$ cat config.mk
export PLATFORM = sky130hd
export DESIGN_NAME = ide_dma_wr_fifo
export DESIGN_NICKNAME = d
export VERILOG_FILES = /design/src/rtl/dmaw_pkg.sv /design/src/rtl/dmaw_fifo.sv /design/src/rtl/dmaw_idle_seq.sv /design/src/rtl/dmaw_wdog.sv /design/src/rtl/ide_dma_wr_fifo.sv
export SDC_FILE = /design/constraint.sdc
export NUM_CORES = 1
export LEC_CHECK = 0
export CORE_ASPECT_RATIO = 0.7
export CORE_MARGIN = 4
export CORE_UTILIZATION = 45
export CTS_CLUSTER_SIZE = 10
export DETAILED_ROUTE_END_ITERATION = 10
export DONT_BUFFER_PORTS = 1
export MAX_ROUTING_LAYER = met4
export PLACE_DENSITY = 0.68
export SLEW_MARGIN = 20
export SYNTH_ARGS = -nofsm -noshare
export SYNTH_HDL_FRONTEND = slang
export SYNTH_SLANG_ARGS = --single-unit
export TNS_END_PERCENT = 10
$ cat constraint.sdc
create_clock -name clk_i -period 8.8 [get_ports clk_i]
set_input_delay 0.44 -clock clk_i [delete_from_list [all_inputs] [get_ports clk_i]]
set_output_delay 0.44 -clock clk_i [all_outputs]
set_load 0.005 [all_outputs]
$ cat src/rtl/dmaw_pkg.sv
package dmaw_pkg;
  typedef enum logic [1:0] {
    XFER_PIO   = 2'd0,
    XFER_MWDMA = 2'd1,
    XFER_UDMA  = 2'd2
  } xfer_mode_e;

  typedef enum logic {
    SEQ_WAIT  = 1'b0,
    SEQ_FLUSH = 1'b1
  } seq_state_e;
endpackage

$ cat src/rtl/dmaw_fifo.sv
module dmaw_fifo #(
  parameter int WIDTH = 32,
  parameter int DEPTH = 16,
  localparam int AW    = $clog2(DEPTH),
  localparam int LVL_W = $clog2(DEPTH + 1)
) (
  input  logic             clk_i,
  input  logic             rst_ni,
  input  logic             clr_i,
  input  logic             push_i,
  input  logic [WIDTH-1:0] data_i,
  input  logic             pop_i,
  output logic [WIDTH-1:0] data_o,
  output logic             full_o,
  output logic             empty_o,
  output logic [LVL_W-1:0] level_o
);
  localparam int PW = AW + 1;

  logic [WIDTH-1:0] mem_q [DEPTH];
  logic [PW-1:0]    wr_ptr_q, rd_ptr_q, diff;

  always_ff @(posedge clk_i or negedge rst_ni) begin
    if (!rst_ni) begin
      wr_ptr_q <= '0;
      rd_ptr_q <= '0;
    end else if (clr_i) begin
      wr_ptr_q <= '0;
      rd_ptr_q <= '0;
    end else begin
      if (push_i) wr_ptr_q <= wr_ptr_q + PW'(1);
      if (pop_i)  rd_ptr_q <= rd_ptr_q + PW'(1);
    end
  end

  for (genvar g = 0; g < DEPTH; g++) begin : g_slot
    always_ff @(posedge clk_i) begin
      if (push_i && !clr_i && wr_ptr_q[AW-1:0] == AW'(g)) mem_q[g] <= data_i;
    end
  end

  assign diff    = wr_ptr_q - rd_ptr_q;
  assign data_o  = mem_q[rd_ptr_q[AW-1:0]];
  assign empty_o = (diff == '0);
  assign full_o  = (diff == PW'(DEPTH));
  assign level_o = LVL_W'(diff);
endmodule

$ cat src/rtl/dmaw_idle_seq.sv
module dmaw_idle_seq #(
  parameter int IDLE_CYCLES  = 33,
  parameter int FLUSH_CYCLES = 2,
  localparam int CNT_W = $clog2(IDLE_CYCLES + 1),
  localparam int FL_W  = $clog2(FLUSH_CYCLES + 1)
) (
  input  logic clk_i,
  input  logic rst_ni,
  input  logic run_i,
  input  logic mwdma_i,
  input  logic dreq_i,
  output logic flush_o
);
  import dmaw_pkg::*;

  seq_state_e       state_q;
  logic             armed_q;
  logic [CNT_W-1:0] idle_cnt_q;
  logic [FL_W-1:0]  fl_cnt_q;

  always_ff @(posedge clk_i or negedge rst_ni) begin
    if (!rst_ni) begin
      state_q    <= SEQ_WAIT;
      armed_q    <= 1'b0;
      idle_cnt_q <= '0;
      fl_cnt_q   <= '0;
    end else if (!run_i) begin
      state_q    <= SEQ_WAIT;
      armed_q    <= 1'b0;
      idle_cnt_q <= '0;
      fl_cnt_q   <= '0;
    end else begin
      unique case (state_q)
        SEQ_WAIT: begin
          if (dreq_i) begin
            armed_q    <= 1'b1;
            idle_cnt_q <= '0;
          end else if (armed_q && mwdma_i) begin
            if (idle_cnt_q == CNT_W'(IDLE_CYCLES - 1)) begin
              state_q    <= SEQ_FLUSH;
              armed_q    <= 1'b0;  // rearm only after dreq is seen again
              idle_cnt_q <= '0;
              fl_cnt_q   <= '0;
            end else begin
              idle_cnt_q <= idle_cnt_q + CNT_W'(1);
            end
          end else begin
            idle_cnt_q <= '0;
          end
        end
        SEQ_FLUSH: begin
          if (fl_cnt_q == FL_W'(FLUSH_CYCLES - 1)) begin
            state_q  <= SEQ_WAIT;
            fl_cnt_q <= '0;
          end else begin
            fl_cnt_q <= fl_cnt_q + FL_W'(1);
          end
        end
        default: state_q <= SEQ_WAIT;
      endcase
    end
  end

  assign flush_o = (state_q == SEQ_FLUSH);
endmodule

$ cat src/rtl/dmaw_wdog.sv
module dmaw_wdog #(
  parameter int WD_W = 16
) (
  input  logic            clk_i,
  input  logic            rst_ni,
  input  logic            run_i,
  input  logic            wait_i,
  input  logic [WD_W-1:0] limit_i,
  output logic            trip_o
);
  logic [WD_W-1:0] cnt_q;
  logic [WD_W:0]   next_cnt;

  assign next_cnt = {1'b0, cnt_q} + (WD_W + 1)'(1);

  always_ff @(posedge clk_i or negedge rst_ni) begin
    if (!rst_ni) begin
      cnt_q  <= '0;
      trip_o <= 1'b0;
    end else if (!run_i) begin
      cnt_q  <= '0;
      trip_o <= 1'b0;
    end else if (wait_i) begin
      if (cnt_q != '1) cnt_q <= next_cnt[WD_W-1:0];
      if (next_cnt >= {1'b0, limit_i}) trip_o <= 1'b1;
    end else begin
      cnt_q <= '0;
    end
  end
endmodule

$ cat src/rtl/ide_dma_wr_fifo.sv
module ide_dma_wr_fifo #(
  parameter int WIDTH       = 32,
  parameter int DEPTH       = 16,
  parameter int IDLE_CYCLES = 33,
  parameter int WD_W        = 16,
  localparam int LVL_W      = $clog2(DEPTH + 1)
) (
  input  logic             clk_i,
  input  logic             rst_ni,
  input  logic             run_i,
  input  logic [1:0]       mode_i,
  input  logic [WD_W-1:0]  wdog_limit_i,
  input  logic             fill_valid_i,
  input  logic [WIDTH-1:0] fill_data_i,
  output logic             fill_ready_o,
  input  logic             dreq_i,
  output logic             dack_o,
  output logic [WIDTH-1:0] dev_data_o,
  output logic             full_o,
  output logic             empty_o,
  output logic [LVL_W-1:0] level_o,
  output logic             invalidating_o,
  output logic             wdog_o
);
  import dmaw_pkg::*;

  localparam int FLUSH_CYCLES = 2;

  logic flush, push, pop, clr;

  dmaw_idle_seq #(
    .IDLE_CYCLES (IDLE_CYCLES),
    .FLUSH_CYCLES(FLUSH_CYCLES)
  ) i_seq (
    .clk_i  (clk_i),
    .rst_ni (rst_ni),
    .run_i  (run_i),
    .mwdma_i(mode_i == XFER_MWDMA),
    .dreq_i (dreq_i),
    .flush_o(flush)
  );

  // fills are interlocked against the flush so a late prefetch is dropped
  assign fill_ready_o = run_i && !flush && !full_o;
  assign push         = fill_valid_i && fill_ready_o;
  assign dack_o       = run_i && dreq_i && !flush && !empty_o;
  assign pop          = dack_o;
  assign clr          = !run_i || flush;

  dmaw_fifo #(
    .WIDTH(WIDTH),
    .DEPTH(DEPTH)
  ) i_fifo (
    .clk_i  (clk_i),
    .rst_ni (rst_ni),
    .clr_i  (clr),
    .push_i (push),
    .data_i (fill_data_i),
    .pop_i  (pop),
    .data_o (dev_data_o),
    .full_o (full_o),
    .empty_o(empty_o),
    .level_o(level_o)
  );

  dmaw_wdog #(
    .WD_W(WD_W)
  ) i_wdog (
    .clk_i  (clk_i),
    .rst_ni (rst_ni),
    .run_i  (run_i),
    .wait_i (run_i && dreq_i && !dack_o),
    .limit_i(wdog_limit_i),
    .trip_o (wdog_o)
  );

  assign invalidating_o = flush;
endmodule

Word level (Yosys, flattened, before mapping)
Memories as Yosys holds them, arrays and structs flattened.
Index checks and enable logic that the tools add are counted.
- memory bits (writable): 512
- register bits after elaboration: 37
- logic and storage cells: 209
- input bits: 55
- memories: 1
- memory list (name ; depth ; width ; read ports ; clocked after Yosys merged registers in ; wr ports ; line ; RTL):
    i_fifo.mem_q ; 16 ; 32 ; 1 ; 0 ; 1 ; dmaw_fifo.sv:20 ; logic [WIDTH-1:0] mem_q [DEPTH];
- $add $sub $neg: 6
- mux-type cells: 109
- eq/ne operators: 29
- order comparisons: 1
- reductions and logical operators: 54
- bitwise logic cells: 1
- operators with widths (cell ; number):
    $mux W32 ; 15
    $reduce_or A32 Y1 ; 15
    $mux W1 ; 60
    $mux W4 ; 15
    $mux W16 ; 3
    $eq A4 B4 Y1 const B ; 8
    $mux W6 ; 5
    $logic_and A1 B1 Y1 ; 25
    $mux W5 ; 4
    $add A16 B1 Y17 const B ; 1
    $ge A17 B16 Y1 ; 1
    $eq A4 B3 Y1 const B ; 4
    $ne A16 B16 Y1 const B ; 1
    $add A5 B1 Y5 const B ; 2
    $mux W2 ; 5
    $eq A4 B2 Y1 const B ; 2
    $add A6 B1 Y6 const B ; 1
    $eq A6 B6 Y1 const B ; 1
    $logic_not A1 Y1 ; 6
    $ne A3 B1 Y1 const B ; 2
    $ne A3 B2 Y1 const B ; 2
    $ne A3 B3 Y1 const B ; 2
    $reduce_and A3 Y1 ; 2
    $eq A5 B5 Y1 const B ; 1
    14 further kinds ; 17

Depth between registers and ports, before layout
Gate-level depths: netlist of the first run.
- depth in word-level cells: 25
- mapped depth: 13
- depth with buffers taken out: 13

Hierarchy
From an unflattened synthesis of the first run, not the netlist that was laid out.
- cells, all modules: 1174
- area, all modules: 22265.1 um2
- by module, submodules not included (module ; seq. area each (um2) ; times used ; cells an instance ; area an instance (um2)):
    dmaw_fifo ; 15625.0 ; 1 ; 951 ; 20246.9
    dmaw_wdog ; 425.4 ; 1 ; 153 ; 1328.8
    dmaw_idle_seq ; 250.2 ; 1 ; 64 ; 634.4
    ide_dma_wr_fifo ; 0.0 ; 1 ; 6 ; 55.1

Least setup slack after synthesis of the first run
OpenSTA, ideal clock, no wires.
- path type: register to register
- start point: register i_fifo.rd_ptr_q[2]
- end point: memory i_fifo.mem_q[12][0] (enable)
- setup slack: 5.118 ns
- clock period less this slack: 3.682 ns
- stages on the path, launching flop included: 11
- required time: 8.409 ns
- library setup time: 0.391 ns
- arrival: 3.291 ns
- cell sequence: dfrtp_1 -> inv_2 -> buf_1 -> ha_1 -> xnor2_2 -> nor2_1 -> mux2i_2 -> o21ai_4 -> nor2_2 -> buf_2 -> and4_1
- word-level cells in the longest chain between the ends: 25
- elaborated cells between the ends (all ways): 99
- those cells by class: add/sub: 1; eq/ne: 1; mux: 62; reduce/logical: 35
- ends and longest elaborated chain (item ; line ; RTL):
    from (decl) ; dmaw_fifo.sv:21 ; logic [PW-1:0] wr_ptr_q, rd_ptr_q, diff;
    from (signal assigned) ; dmaw_fifo.sv:32 ; if (pop_i) rd_ptr_q <= rd_ptr_q + PW'(1);
    $sub A5 B5 Y5 * ; dmaw_fifo.sv:42 ; assign diff = wr_ptr_q - rd_ptr_q;
    via level_o[2] ; ide_dma_wr_fifo.sv:21 ; output logic [LVL_W-1:0] level_o,
    $eq A5 B5 Y1 * ; dmaw_fifo.sv:45 ; assign full_o = (diff == PW'(DEPTH));
    $logic_not A1 Y1 * ; ide_dma_wr_fifo.sv:44 ; assign fill_ready_o = run_i && !flush && !full_o;
    $logic_and A1 B1 Y1 * ; ide_dma_wr_fifo.sv:44 ;
    $logic_and A1 B1 Y1 * ; ide_dma_wr_fifo.sv:45 ; assign push = fill_valid_i && fill_ready_o;
    $logic_and A1 B1 Y1 * ; dmaw_fifo.sv:38 ; if (push_i && !clr_i && wr_ptr_q[AW-1:0] == AW'(g)) mem_q[g] <= data_i;
    $logic_and A1 B1 Y1 ; dmaw_fifo.sv:38 ;
    $mux W1 ; dmaw_fifo.sv:38 ;
    $mux W1 (not written as such) ; dmaw_fifo.sv:38 ;
    $reduce_or A32 Y1 (no source line) ; - ;
    $mux W4 (no source line) / $mux W1 (equally long branches) (15 in series) ; - ;
    to (decl) ; dmaw_fifo.sv:20 ;
Mark *: on every way through the listed nets, which the timed path passes. The rest lies on a longest branch.

Worst setup path in the final report of the first run
- start point: register i_fifo.rd_ptr_q[1]
- end point: output dev_data_o[31]
- word-level cells in the longest chain between the ends: 1
- ends and longest elaborated chain (item ; line ; RTL):
    $mem_v2 Z16 W32 ; - ;
    to (decl) ; ide_dma_wr_fifo.sv:18 ; output logic [WIDTH-1:0] dev_data_o,
Every way passes these cells.

==> results of run 1 <==
[cells by family (layout without fill, tap and decap cells)]
kind of cell | after synthesis | after routing | share of synthesized area
other | 0 | 2 | 0
buffers and inverters | 88 | 173 | 0.01980
and+or+nand+nor | 117 | 117 | 0.02934
adders and majority gates | 29 | 29 | 0.01680
muxes | 166 | 166 | 0.1679
AOI/OAI and AO/OA | 55 | 55 | 0.01543
xor gates and xnor gates | 25 | 25 | 0.01146
DFF | 549 | 549 | 0.7393
[timing repair]
item / 4_1_cts / 5_1_grt
hold endpoints to repair: 554 / 0
endpoints found under the setup margin: 0 / 0
hold buffers: 36 / 0
setup buffers: 0 / 0
[power groups by stage]
stage,combinational (mW),sequential (mW),clock (mW)
2_1_floorplan,1.05,2.99,0
3_3_place_gp,1.27,3.04,0
3_5_place_dp,1.28,3.04,0
4_1_cts,1.33,2.99,2.22
5_1_grt,1.41,3.00,2.34
6_report,1.30,2.99,2.17
[flip-flops by register name, indices dropped and copies added, names as in the netlist]
signal / count
i_fifo.mem_q: 512
i_wdog.cnt_q: 16
i_seq.idle_cnt_q: 6
i_fifo.rd_ptr_q: 5
i_fifo.wr_ptr_q: 5
i_seq.fl_cnt_q: 2
i_seq.armed_q: 1
i_seq.flush_o: 1
i_wdog.trip_o: 1
[placed cells by master (no fill, tap or decap), types with 4 or more instances in the layout]
cell | netlist | final
mux2i_1 | 4 | 4
buf_4 | 0 | 4
xor2_1 | 11 | 11
inv_1 | 42 | 42
nand3_1 | 15 | 15
nand4_1 | 7 | 7
o21ai_0 | 10 | 10
and3_1 | 10 | 5
ha_1 | 28 | 28
mux4_2 | 151 | 151
clkbuf_1 | 13 | 25
nor3_1 | 6 | 6
xnor2_1 | 11 | 11
dfrtp_1 | 37 | 34
nand2b_1 | 6 | 6
mux4_1 | 9 | 9
and2_2 | 0 | 5
nor2_1 | 27 | 27
nand2_1 | 21 | 21
edfxtp_1 | 512 | 512
and3_2 | 0 | 5
a21oi_1 | 25 | 25
dlygate4sd3_1 | 0 | 35
clkbuf_16 | 0 | 61
[per-stage QoR]
| stage | area, um2 | worst slack (ps) | std cells | hold slack [ps] | power, mW |
|---|---|---|---|---|---|
| finish | 24700 | 4566 | 1771 | 105.1 | 6.460 |
| global route | 24700 | 4339 | 1771 | 89.07 | 6.747 |
| CTS | 24670 | 4443 | 1769 | 67.83 | 6.543 |
| detailed placement | 22660 | 4563 | 1645 | 145.5 | 4.320 |
| global placement | 22660 | 4699 | 1645 | 145.4 | 4.306 |
| floorplan | 22050 | 5118 | 1029 | 144.4 | 4.043 |
[layout make-up]
cell class                 count  area [um2]
inverter                      43       161.4
multi-input combinational    392        5340
clock buffer                  86        1620
sequential                   549       16310
timing repair buffer          42       422.9
antenna                        2       5.005
fill                        3772       23420
tap                          655       819.5
clock inverter                 2       17.52
[synth_stat cells, types with 7 or more instances]
cell / instances
mux4_1: 9
nand2_1: 21
nor2_1: 27
xor2_1: 11
clkbuf_1: 13
a21oi_1: 25
ha_1: 28
nand4_1: 7
edfxtp_1: 512
xnor2_1: 11
dfrtp_1: 37
buf_6: 11
nand3_1: 15
o21ai_0: 10
inv_1: 42
and3_1: 10
buf_1: 14
mux4_2: 151
[path summary, 6_finish.rpt]
kind,slack [ps],endpoint,depth (start not counted),start
worst max-delay path,4570,dev_data_o[31],4,i_fifo.rd_ptr_q[1]$_DFFE_PN0P_
worst min-delay path,110,i_seq.armed_q$_DFFE_PN0P_,2,mode_i[1]
worst max register to register,4620,i_fifo.mem_q[14][10]$_DFFE_PP_,9,i_fifo.rd_ptr_q[2]$_DFFE_PN0P_
worst min register to register,510,i_seq.fl_cnt_q[1]$_DFFE_PN0P_,2,i_seq.fl_cnt_q[1]$_DFFE_PN0P_
max in group asynchronous,8270,i_fifo.rd_ptr_q[1]$_DFFE_PN0P_,2,rst_ni
min in group asynchronous,300,i_wdog.cnt_q[9]$_DFFE_PN0P_,2,rst_ni
[metal layers]
layer | GRT usage | vias to the layer above | part of all wire | routed length [um]
li1 | - | 4363 | - | -
met1 | 0.2642 | 5336 | 0.46 | 20240
met2 | 0.2461 | 330 | 0.46 | 19930
met3 | 0.03554 | 57 | 0.065 | 2852
met4 | 0.03390 | 0 | 0.015 | 646
met5 | - | - | 0 | 0
==> flow_metrics.tcl, run 1 <==
set metrics [dict create \
    grt_pass1_vias 10491 \
    p_per_area_mw_per_mm2 261.6 \
    fin_skew_ps 22.22 \
    status "complete, no violations" \
    rsz0062_at_grt "false" \
    drtIter0Drc 1032 \
    die_w_um 272.6 \
    finalHoldViolCount 0 \
    power_leakage_nw 7.987 \
    num_rows 67 \
    post_drt_via_cell_ratio 5.695 \
    max_freq_ghz 0.2362 \
    clk_path_buf_depth 3 \
    fin_setup_tns_ps 0 \
    hpwl_um 24350 \
    cp_top_family "buffers and inverters" \
    finalSetupViolations 0 \
    core-area_mm2 0.04812 \
    cp_common_cell "buf_4" \
    ys_ff_latch 549 \
    ys_warn_count 0 \
    p_sw_mw 1.636 \
    grt_pass1_wl_um 67230 \
    post-route-drc-count 0 \
    synth_area_mm2 0.02205 \
    ys_types 54 \
    crit_buf_inv 2 \
    tightestPinTransition_ps 1075 \
    final_util 0.5132 \
    p_int_mw 4.824 \
    ant_nets 0 \
    cts_sinks 549 \
    clockRootBuffer "clkbuf_16" \
    antenna_found_initial 2 \
    power_frac_comb 0.202 \
    pin_count 98 \
    dieArea_mm2 0.05266 \
    wl_per_cell_um 24.66 \
    min_period_over_period 0.4811 \
    syn_inst 1029 \
    ys_async_sr_fraction 0.06740 \
    die_y_um 193.2 \
    drive_gt1_frac 0.2280 \
    syn_avg_cell_area_um2 21.43 \
    cts_resized 0 \
    htree_levels 2 \
    clkTransAtPathRegs_ps 60 \
    pwr-share-seq 0.462 \
    syn2layout_area_growth_pct 12.00 \
    cp-start-kind "flip-flop" \
    slew_viol_final 0 \
    vias 10086 \
    max_stage_delay_ps 770 \
    clkLatencyLatePin_ps 590 \
    globalRouteTotalUtil 0.1731 \
    cts_made_buffers 60 \
    synth_top_area_cell "edfxtp_1" \
    max-vdd-ir-drop_mv 0.1551 \
    overflow 0 \
    synth_top_area_share 0.6973 \
    arrival_ps 3790 \
    start_util 0.4582 \
    synthFlopType "edfxtp_1" \
    synth-edff-count 512 \
    io_buffers 0 \
    yosys-top-cells-area "edfxtp_1 (70%), mux4_2 (15%), dfrtp_1 (4.2%)" \
    cp_max_fo 60 \
    crit_chain "buf_4, buf_4, mux4_1, mux4_2" \
    p_clk_frac 0.336 \
    first_pass_iters 5 \
    cap_violations 0 \
    final_nets 1172 \
    grt_max_degree 61 \
    routed_wl_um 43670 \
    critical_path_required_ps 8360 \
    ys_seq_area_frac 0.7393 \
    cts_tree "done" \
    worstSetupEndpointType "primary output" \
    crit_type "reg2out" \
    p_sw_frac 0.2533 \
    hold_class "in2reg" \
    fin_crit_ps 4234 \
    mappedNetlistNets 1113 \
    relSlewSlack 0.2836 \
    place_congestion 0.7789 \
    crit_slowest_cell "buf_4" \
]
Power figures use the tool's default switching activity.
==> run 2, diff against run 1 <==
--- a/config.mk
+++ b/config.mk
@@ -12,7 +12,7 @@
 export DETAILED_ROUTE_END_ITERATION = 10
 export DONT_BUFFER_PORTS = 1
 export MAX_ROUTING_LAYER = met4
-export PLACE_DENSITY = 0.68
+export PLACE_DENSITY = 0.7
 export SLEW_MARGIN = 20
 export SYNTH_ARGS = -nofsm -noshare
 export SYNTH_HDL_FRONTEND = slang
==> constraint.sdc (replaced) <==
create_clock -name clk_i -period 3.8 [get_ports clk_i]
set_input_delay 0.19 -clock clk_i [delete_from_list [all_inputs] [get_ports clk_i]]
set_output_delay 0.19 -clock clk_i [all_outputs]
set_load 0.005 [all_outputs]
==> flow_metrics.tcl, run 2 (synthesized netlist as in run 1, its figures left out) <==
set metrics [dict create \
    p_int_mw 11.26 \
    power_frac_comb 0.224 \
    pin_count 98 \
    post-cts-setup-buffers 0 \
    syn2layout_area_growth_pct 13.82 \
    die_w_um 272.6 \
    power_leakage_nw 8.225 \
    drtIter0Drc 1114 \
    crit_type "reg2reg" \
    globalRouteTotalUtil 0.1970 \
    cp_max_fo 18 \
    cts_tree "done" \
    cp_common_cell "buf_4" \
    pwr-share-seq 0.443 \
    clockRootBuffer "clkbuf_16" \
    multiInputGateArea_mm2 0.005329 \
    finalHoldViolCount 0 \
    p_per_area_mw_per_mm2 614.4 \
    place_congestion 0.8156 \
    finalSetupViolations 0 \
    crit_slowest_cell "dfrtp_4" \
    regArea_mm2 0.01631 \
    mostFrequentLayoutCells "edfxtp_1 (512), mux4_2 (151), clkbuf_16 (61), inv_1 (42), dlygate4sd3_1 (40)" \
    cap_violations 0 \
    die_y_um 193.2 \
    crit_buf_inv 2 \
    num_rows 67 \
    fin_setup_tns_ps 0 \
    final_common_cell "edfxtp_1" \
    arrival_ps 3700 \
    slew_viol_final 0 \
    p_total_mw 15.42 \
    cp_top_family "adder cells" \
    cts_made_buffers 61 \
    cts_sinks 549 \
    max_stage_delay_ps 560 \
    grt_pass1_wl_um 74210 \
    largest_reg_flops 512 \
    fin_skew_ps 13.67 \
    cp-start-kind "flip-flop" \
    worstSetupEndpointType "flip-flop" \
    clkTransAtPathRegs_ps 60 \
    max-vdd-ir-drop_mv 0.5343 \
    dieArea_mm2 0.05266 \
    crit_chain "ha_1, fa_1, nand2b_1, a21oi_2, xor2_4, o21ai_4, nor4b_2, buf_4, and2_2, buf_4" \
    rsz0062_at_grt "false" \
    hpwl_um 31190 \
    top_register "i_fifo.mem_q" \
    overflow 0 \
    drive_gt1_frac 0.2522 \
    final_nets 1213 \
    p_sw_frac 0.2701 \
    vias 10530 \
    io_buffers 0 \
    clkLatencyLatePin_ps 600 \
    post-route-drc-count 0 \
    hold_class "in2async" \
    clk_path_buf_depth 3 \
    grt_max_degree 132 \
    post_drt_via_cell_ratio 5.805 \
    grt_pass1_vias 10615 \
    fin_crit_ps 3433 \
    wl_per_cell_um 27.49 \
    start_util 0.4582 \
    reg.largest.list "i_fifo.mem_q x512, i_wdog.cnt_q x16, i_seq.idle_cnt_q x6" \
    antenna_found_initial 5 \
    tightestPinTransition_ps 993.1 \
    ant_nets 0 \
    core-area_mm2 0.04812 \
    fillers 3743 \
    status "complete, no violations" \
    htree_levels 2 \
    min_period_over_period 0.9034 \
    p_sw_mw 4.164 \
    p_clk_frac 0.333 \
    relSlewSlack 0.3380 \
    routed_wl_um 49860 \
    first_pass_iters 5 \
    max_freq_ghz 0.2913 \
    critical_path_required_ps 4070 \
]
-- run 2: cell count changes in the layout (fill, tap and decap cells not counted), sizes merged --
cell and delta:
buf +35, clkbuf -2, clkinv +2, diode +3, dlygate4sd3 +5
-- run 2: layout make-up --
type / instances / share of cell area
Clock buffer: 84 / 0.06426
Clock inverter: 4 / 0.002991
Antenna cell: 5 / 0.0004985
Timing Repair Buffer: 82 / 0.03101
Multi-Input combinational cell: 392 / 0.2123
Sequential cell: 549 / 0.6498
Tap cell: 655 / 0.03265
Inverter: 43 / 0.006431
-- run 2: per-layer routing --
metal / track usage / wire length (um) / vias to the layer above
met5: - / 0 / -
met4: 0.03581 / 750 / 0
met3: 0.05461 / 4681 / 58
met2: 0.2831 / 23000 / 395
met1: 0.2895 / 21430 / 5636
li1: - / - / 4441
-- run 2: power groups by stage --
stage	Clock, mW	Combinational (mW)	Sequential (mW)
floorplan	0	2.44	6.92
global placement	0	3.34	6.95
detailed placement	0	3.37	6.96
CTS	5.24	3.52	6.84
global route	5.53	3.68	6.85
finish	5.13	3.45	6.84
-- run 2: stage by stage --
step           std cells  setup slack (ps)  utilization  cell area (um2)  hold slack, ps
2_1_floorplan       1029             117.8            -            22050          -105.6
3_3_place_gp        1680             461.4       0.4775            22980          -104.1
3_5_place_dp        1680             388.7       0.4775            22980          -104.5
4_1_cts             1809             335.2       0.5213            25090           5.556
5_1_grt             1812             205.3       0.5215            25090           41.94
6_report            1814             367.1       0.5216            25100           36.61
-- run 2: worst reg2reg max path: cells and delay by family (launching register included) --
family	cells	cell delay, ps
fa+ha+maj	2	690
simple gates	3	620
flops	1	560
buf+inv	2	510
compound gates	2	380
xor+xnor	1	320
-- run 2: worst paths after layout --
check                                                  endpoint  slack (ps)                            start  depth (start not counted)
worst max-delay path               i_fifo.mem_q[6][3]$_DFFE_PP_         370   i_fifo.rd_ptr_q[0]$_DFFE_PN0P_                         10
max in group asynchronous        i_fifo.rd_ptr_q[0]$_DFFE_PN0P_        3550                           rst_ni                          2
worst min-delay path               i_wdog.cnt_q[10]$_DFFE_PN0P_          40                           rst_ni                          2
worst max register to register     i_fifo.mem_q[6][3]$_DFFE_PP_         370   i_fifo.rd_ptr_q[0]$_DFFE_PN0P_                         10
worst min register to register  i_seq.idle_cnt_q[5]$_DFFE_PN0P_         520  i_seq.idle_cnt_q[5]$_DFFE_PN0P_                          1
min in group clk_i                    i_wdog.trip_o$_DFFE_PN0P_          40                  wdog_limit_i[0]                          4
-- run 2: what timing repair did --
| item | 4_1_cts | 5_1_grt |
|---|---|---|
| hold endpoints to repair | 586 | 0 |
| hold buffers | 41 | 0 |
| gates resized for setup | 0 | 0 |
